--- src/rtl/hall_pkg.sv ---
package hall_pkg;

    typedef logic [2:0] hall_code_t;

    typedef struct packed {
        logic       tacho;
        logic       dir;
        logic       ref_ok;
        hall_code_t ref_code;
    } hall_state_t;

    // Position of a code in the forward six-step order; valid=0 for 000/111.
    typedef struct packed {
        logic       valid;
        logic [2:0] idx;
    } hall_step_t;

    function automatic hall_step_t code_to_step(input hall_code_t c);
        hall_step_t s;
        s.valid = 1'b1;
        unique case (c)
            3'b101:  s.idx = 3'd0;
            3'b100:  s.idx = 3'd1;
            3'b110:  s.idx = 3'd2;
            3'b010:  s.idx = 3'd3;
            3'b011:  s.idx = 3'd4;
            3'b001:  s.idx = 3'd5;
            default: begin
                s.idx   = 3'd0;
                s.valid = 1'b0;
            end
        endcase
        return s;
    endfunction

endpackage

--- src/rtl/hall_sync.sv ---
module hall_sync #(
    parameter int STAGES = 2,
    parameter int W      = 3
) (
    input  logic         clk,
    input  logic         rst_n,
    input  logic [W-1:0] d_i,
    output logic [W-1:0] q_o
);
    logic [W-1:0] chain_q [STAGES];

    for (genvar i = 0; i < STAGES; i++) begin : g_stage
        if (i == 0) begin : g_first
            always_ff @(posedge clk or negedge rst_n) begin
                if (!rst_n) chain_q[i] <= '0;
                else        chain_q[i] <= d_i;
            end
        end else begin : g_next
            always_ff @(posedge clk or negedge rst_n) begin
                if (!rst_n) chain_q[i] <= '0;
                else        chain_q[i] <= chain_q[i-1];
            end
        end
    end

    assign q_o = chain_q[STAGES-1];
endmodule

--- src/rtl/hall_debounce.sv ---
module hall_debounce #(
    parameter int CYCLES = 3,
    parameter int W      = 3
) (
    input  logic         clk,
    input  logic         rst_n,
    input  logic [W-1:0] raw_i,
    output logic [W-1:0] filt_o
);
    if (CYCLES == 0) begin : g_bypass
        assign filt_o = raw_i;
    end else begin : g_filter
        localparam int CW = (CYCLES > 1) ? $clog2(CYCLES) : 1;
        localparam logic [CW-1:0] LAST = CW'(CYCLES - 1);

        typedef struct packed {
            logic [W-1:0]  cand;
            logic [W-1:0]  stable;
            logic [CW-1:0] cnt;
        } db_state_t;

        db_state_t st_d, st_q;

        always_comb begin
            st_d = st_q;
            if (raw_i != st_q.cand) begin
                st_d.cand = raw_i;
                st_d.cnt  = '0;
            end else if (st_q.cand != st_q.stable) begin
                if (st_q.cnt == LAST) begin
                    st_d.stable = st_q.cand;
                    st_d.cnt    = '0;
                end else begin
                    st_d.cnt = st_q.cnt + 1'b1;
                end
            end
        end

        always_ff @(posedge clk or negedge rst_n) begin
            if (!rst_n) st_q <= '0;
            else        st_q <= st_d;
        end

        assign filt_o = st_q.stable;
    end
endmodule

--- src/rtl/hall_tacho_dir.sv ---
module hall_tacho_dir #(
    parameter int SYNC_STAGES     = 2,
    parameter int DEBOUNCE_CYCLES = 3
) (
    input  logic       clk,
    input  logic       rst_n,
    input  logic [2:0] hall_i,
    output logic       tacho_o,
    output logic       dir_o
);
    import hall_pkg::*;

    hall_code_t  sync_code;
    hall_code_t  filt_code;
    hall_step_t  new_step;
    hall_step_t  ref_step;
    hall_state_t st_d, st_q;
    logic        commut;
    logic [2:0]  fwd_idx;
    logic [2:0]  rev_idx;

    hall_sync #(.STAGES(SYNC_STAGES), .W(3)) u_sync (
        .clk   (clk),
        .rst_n (rst_n),
        .d_i   (hall_i),
        .q_o   (sync_code)
    );

    hall_debounce #(.CYCLES(DEBOUNCE_CYCLES), .W(3)) u_deb (
        .clk    (clk),
        .rst_n  (rst_n),
        .raw_i  (sync_code),
        .filt_o (filt_code)
    );

    always_comb begin
        new_step = code_to_step(filt_code);
        ref_step = code_to_step(st_q.ref_code);
        fwd_idx  = (ref_step.idx == 3'd5) ? 3'd0 : ref_step.idx + 3'd1;
        rev_idx  = (ref_step.idx == 3'd0) ? 3'd5 : ref_step.idx - 3'd1;
        commut   = new_step.valid && st_q.ref_ok && (filt_code != st_q.ref_code);

        st_d = st_q;
        if (new_step.valid && !st_q.ref_ok) begin
            st_d.ref_ok   = 1'b1;
            st_d.ref_code = filt_code;
        end else if (commut) begin
            st_d.tacho    = ~st_q.tacho;
            st_d.ref_code = filt_code;
            if (new_step.idx == fwd_idx)      st_d.dir = 1'b1;
            else if (new_step.idx == rev_idx) st_d.dir = 1'b0;
        end
    end

    always_ff @(posedge clk or negedge rst_n) begin
        if (!rst_n) begin
            st_q.tacho    <= 1'b0;
            st_q.dir      <= 1'b1;
            st_q.ref_ok   <= 1'b0;
            st_q.ref_code <= 3'b000;
        end else begin
            st_q <= st_d;
        end
    end

    assign tacho_o = st_q.tacho;
    assign dir_o   = st_q.dir;
endmodule

--- config.mk ---
export PLATFORM = sky130hd
export DESIGN_NAME = hall_tacho_dir
export DESIGN_NICKNAME = d
export VERILOG_FILES = /design/src/rtl/hall_pkg.sv /design/src/rtl/hall_sync.sv /design/src/rtl/hall_debounce.sv /design/src/rtl/hall_tacho_dir.sv
export SDC_FILE = /design/constraint.sdc
export NUM_CORES = 1
export LEC_CHECK = 0
export BUFFER_PORTS_ARGS = -buffer_cell sky130_fd_sc_hd__buf_2
export CAP_MARGIN = 40
export CORE_AREA = 5 5 54 56
export CTS_BUF_LIST = sky130_fd_sc_hd__clkbuf_4
export CTS_CLUSTER_SIZE = 10
export DETAILED_ROUTE_END_ITERATION = 7
export DIE_AREA = 0 0 59 61
export MAX_ROUTING_LAYER = met4
export PLACE_DENSITY_LB_ADDON = 0.2
export SLEW_MARGIN = 40
export SYNTH_ARGS = -nofsm -noshare
export SYNTH_HDL_FRONTEND = slang
export SYNTH_SLANG_ARGS = --single-unit
--- constraint.sdc ---
create_clock -name clk -period 1.35 [get_ports clk]
set_input_delay 0.27 -clock clk [delete_from_list [all_inputs] [get_ports clk]]
set_output_delay 0.27 -clock clk [all_outputs]
set_load 0.005 [all_outputs]
==> qor.csv <==
stage,metric,value,unit
placement,post_dp_cell_area,1186,sq um
timing,worstMarginPinSlew,0.4393,ns
drt,via_count,726,
timing,tns,-0.5387,ns
pwr,p_int,1.417,mW
logic_synthesis,synth_top_area_cell,dfrtp_1,
logic_synthesis,avgSynthCellArea,10.84,sq um
drt,postRouteWirelength,1.805,mm
worst_setup_path,worstSetupPathType,reg2reg,
logic_synthesis,synth.top_cell.area_share,47.68,%
drt,drt_iter0_drc,30,
logic_synthesis,synthArstFlopShare,100.0,%
pwr,powerDensity,1488,nW/um^2
drt,via_per_inst,4.776,
floorplan,rows,18,
final_layout,antenna_cells,0,
floorplan,dieWidth,59,microns
logic_synthesis,synth_flop_cell,dfrtp_1,
global_route,antenna_found_initial,0,
placement,dpl.cell_count,141,
floorplan,core,2387,sq um
floorplan,die_area,3599,sq um
run,drv_cap,0,
worst_setup_path,cp.required,1.59,ns
final_layout,nFillCells,218,
floorplan,die_h,61,microns
logic_synthesis,yosysSeqAreaShare,50.31,%
timing,period_share,110.0,%
outcome,violations,negative setup slack,
worst_setup_path,cp_max_fo,5,
cts,cts_tree,yes,
timing,max_slew_margin,70.71,%
timing,setup_viol,6,
final_layout,final_area,1395,sq um
logic_synthesis,synthTopCellsByArea,"dfrtp_1 48%, o21ai_0 7.0%, xnor2_1 6.1%",
logic_synthesis,synth_edf_count,0,
floorplan,start_util,41.77,%
placement,place.gp.congestion,0.7282,
final_layout,utilization,58.44,%
timing,slew_violations,0,
worst_hold_path,worstHoldPathType,in2reg,
timing,rsz0062_at_grt,yes,
final_layout,final_nets,128,
global_route,grt_util_all_layers,12.91,%
cts,clock-sinks,20,
timing,max_freq,0.6735,GHz
pwr,power,2.076,mW
cts,htreeDepth,1,
logic_synthesis,yosysWarnings,0,
global_route,grt_overflow,0,
placement,place_hpwl,1.254,mm
pwr,p_leak,0.6100,nW
timing,hold_violations,0,
logic_synthesis,synth_seq_cells,20,
drt,drc,0,
final_layout,drive_gt1_share,50.82,%
worst_setup_path,worstPathArrival,1.73,ns
pwr,p_switching,658.8,uW
final_layout,finalNonFillerCells,152,
pwr,ir_worst_vdd,975.0,uV
global_route,grt_pass1_wl,3.346,mm
pwr,clock_power_share,23.8,%
global_route,grt_pass1_vias,746,
logic_synthesis,syn_nets,97,
floorplan,io_pins,7,
timing,setup_ws,-0.1348,ns
logic_synthesis,ys_types,32,
pwr,swShare,31.73,%
pwr,p_comb_share,36.2,%
global_route,grt_max_degree,21,
timing,fin_skew,0.0008301,ns
placement,portBuffers,6,
pwr,p_seq_share,40.0,%
worst_setup_path,endpoint_kind,flop,
cts,clk_latency,0.30,ns
drt,ant_nets,0,
drt,wire_per_inst,11.88,microns
cts,root_buffer,clkbuf_4,
logic_synthesis,synth_area,997.2,sq um
cts,cts_buffers,3,
outcome,status,finished with violations,
final_layout,synthToLayoutAreaGrowth,39.90,%
drt,drtPass1Iterations,4,
timing,finalCriticalPeriod,1.485,ns
cts,cts.path.max_buffers,2,
cts,clkTransAtPathRegs,0.12,ns
logic_synthesis,synth_cells,92,
worst_setup_path,crit_path_start_kind,flop,
## cell type report
type | instances | area, sq um | area share, %
flip-flops and latches | 20 | 504.2 | 36.14
repair buffers | 35 | 276.5 | 19.82
clock buffers | 3 | 22.52 | 1.614
inverters | 3 | 13.76 | 0.9865
clock inverters | 1 | 30.03 | 2.152
multi-input cells | 60 | 510.5 | 36.59
well taps | 30 | 37.54 | 2.691
## power by group through the flow
stage / Combinational, mW / Clock, mW / Sequential [mW]
2_1_floorplan: 0.449 / 0 / 0.758
3_3_place_gp: 0.612 / 0 / 0.823
3_5_place_dp: 0.631 / 0 / 0.826
4_1_cts: 0.660 / 0.507 / 0.815
5_1_grt: 0.828 / 0.540 / 0.852
6_report: 0.751 / 0.495 / 0.830
## Yosys cell counts, drive strengths merged (2+ instances only)
master	n
buf	6
dfrtp	19
a21oi	3
o21ai	15
clkbuf	3
inv	3
xnor2	7
xor2	5
mux2	2
nand3	2
nor2	6
nand2	6
## stage by stage
stage / worst slack, ns / hold slack (ns)
after floorplan: -0.1090 / -0.02559
after global placement: -0.1705 / 0.2408
after detailed placement: -0.1664 / 0.2453
after CTS: -0.1847 / 0.05275
after global routing: -0.2200 / 0.03106
final: -0.1348 / 0.06188
## flip-flops by register name, summed over array words and instances (netlist names)
| register | cells |
|---|---|
| u_deb.g_filter.st_q | 5 |
| st_q | 4 |
| u_deb.filt_o | 3 |
| u_sync.chain_q | 3 |
| u_sync.q_o | 3 |
| dir_o | 1 |
| tacho_o | 1 |
## cell usage in the layout, fill, tap and decap left out, types with 2 or more instances in the layout
master / instances
clkbuf_4: 3
dfrtp_1: 17
a21oi_1: 3
buf_2: 6
xor2_1: 3
nor2_2: 2
inv_1: 2
nand2_1: 6
xnor2_1: 3
buf_4: 22
xor2_2: 2
buf_6: 5
o21ai_0: 12
nor2_1: 3
o21ai_1: 3
dfrtp_2: 2
xnor2_2: 4
## critical path, cell delays in order (launching register included)
cell and delay [ns]:
dfrtp_2 0.47, maj3_2 0.32, nor2_2 0.12, xor2_1 0.09
or3_1 0.35, o21ai_1 0.08
## final timing paths
check	to	cells past startpoint	from	slack, ns
hold reg to reg	u_sync.q_o[1]$_DFF_PN0_	0	u_sync.chain_q[4]$_DFF_PN0_	0.36
max in group asynchronous	dir_o$_DFFE_PN1P_	2	rst_n	0.59
min in group asynchronous	st_q[3]$_DFFE_PN0P_	2	rst_n	0.43
hold / removal	u_sync.chain_q[4]$_DFF_PN0_	1	hall_i[1]	0.06
setup reg to reg	dir_o$_DFFE_PN1P_	5	u_deb.filt_o[0]$_DFFE_PN0P_	-0.13
setup / recovery	dir_o$_DFFE_PN1P_	5	u_deb.filt_o[0]$_DFFE_PN0P_	-0.13
## per-layer routing
layer	vias up	GRT usage, %	share of wire [%]
met2	14	20.66	50
met3	4	3.404	3.3
met4	0	6.796	1.9
met5	-	-	0
met1	341	14.81	45
li1	367	-	-
## timing repair
action,4_1_cts,5_1_grt
setup buffers,3,3
gates cloned,0,0
hold endpoints to repair,19,0
pin swaps,6,8
hold buffers,1,0
gates resized for setup,8,15
endpoints found under the setup margin,6,8
## logic make-up after synthesis
| logic type | synth area share [%] |
|---|---|
| muxes | 3.262 |
| adders and majority gates | 1.004 |
| DFF | 50.31 |
| AOI/OAI and AO/OA | 12.42 |
| and+or+nand+nor | 15.06 |
| buffers and inverters | 7.403 |
| xor gates and xnor gates | 10.54 |
Note: power is estimated with default switching activity, not from simulation.
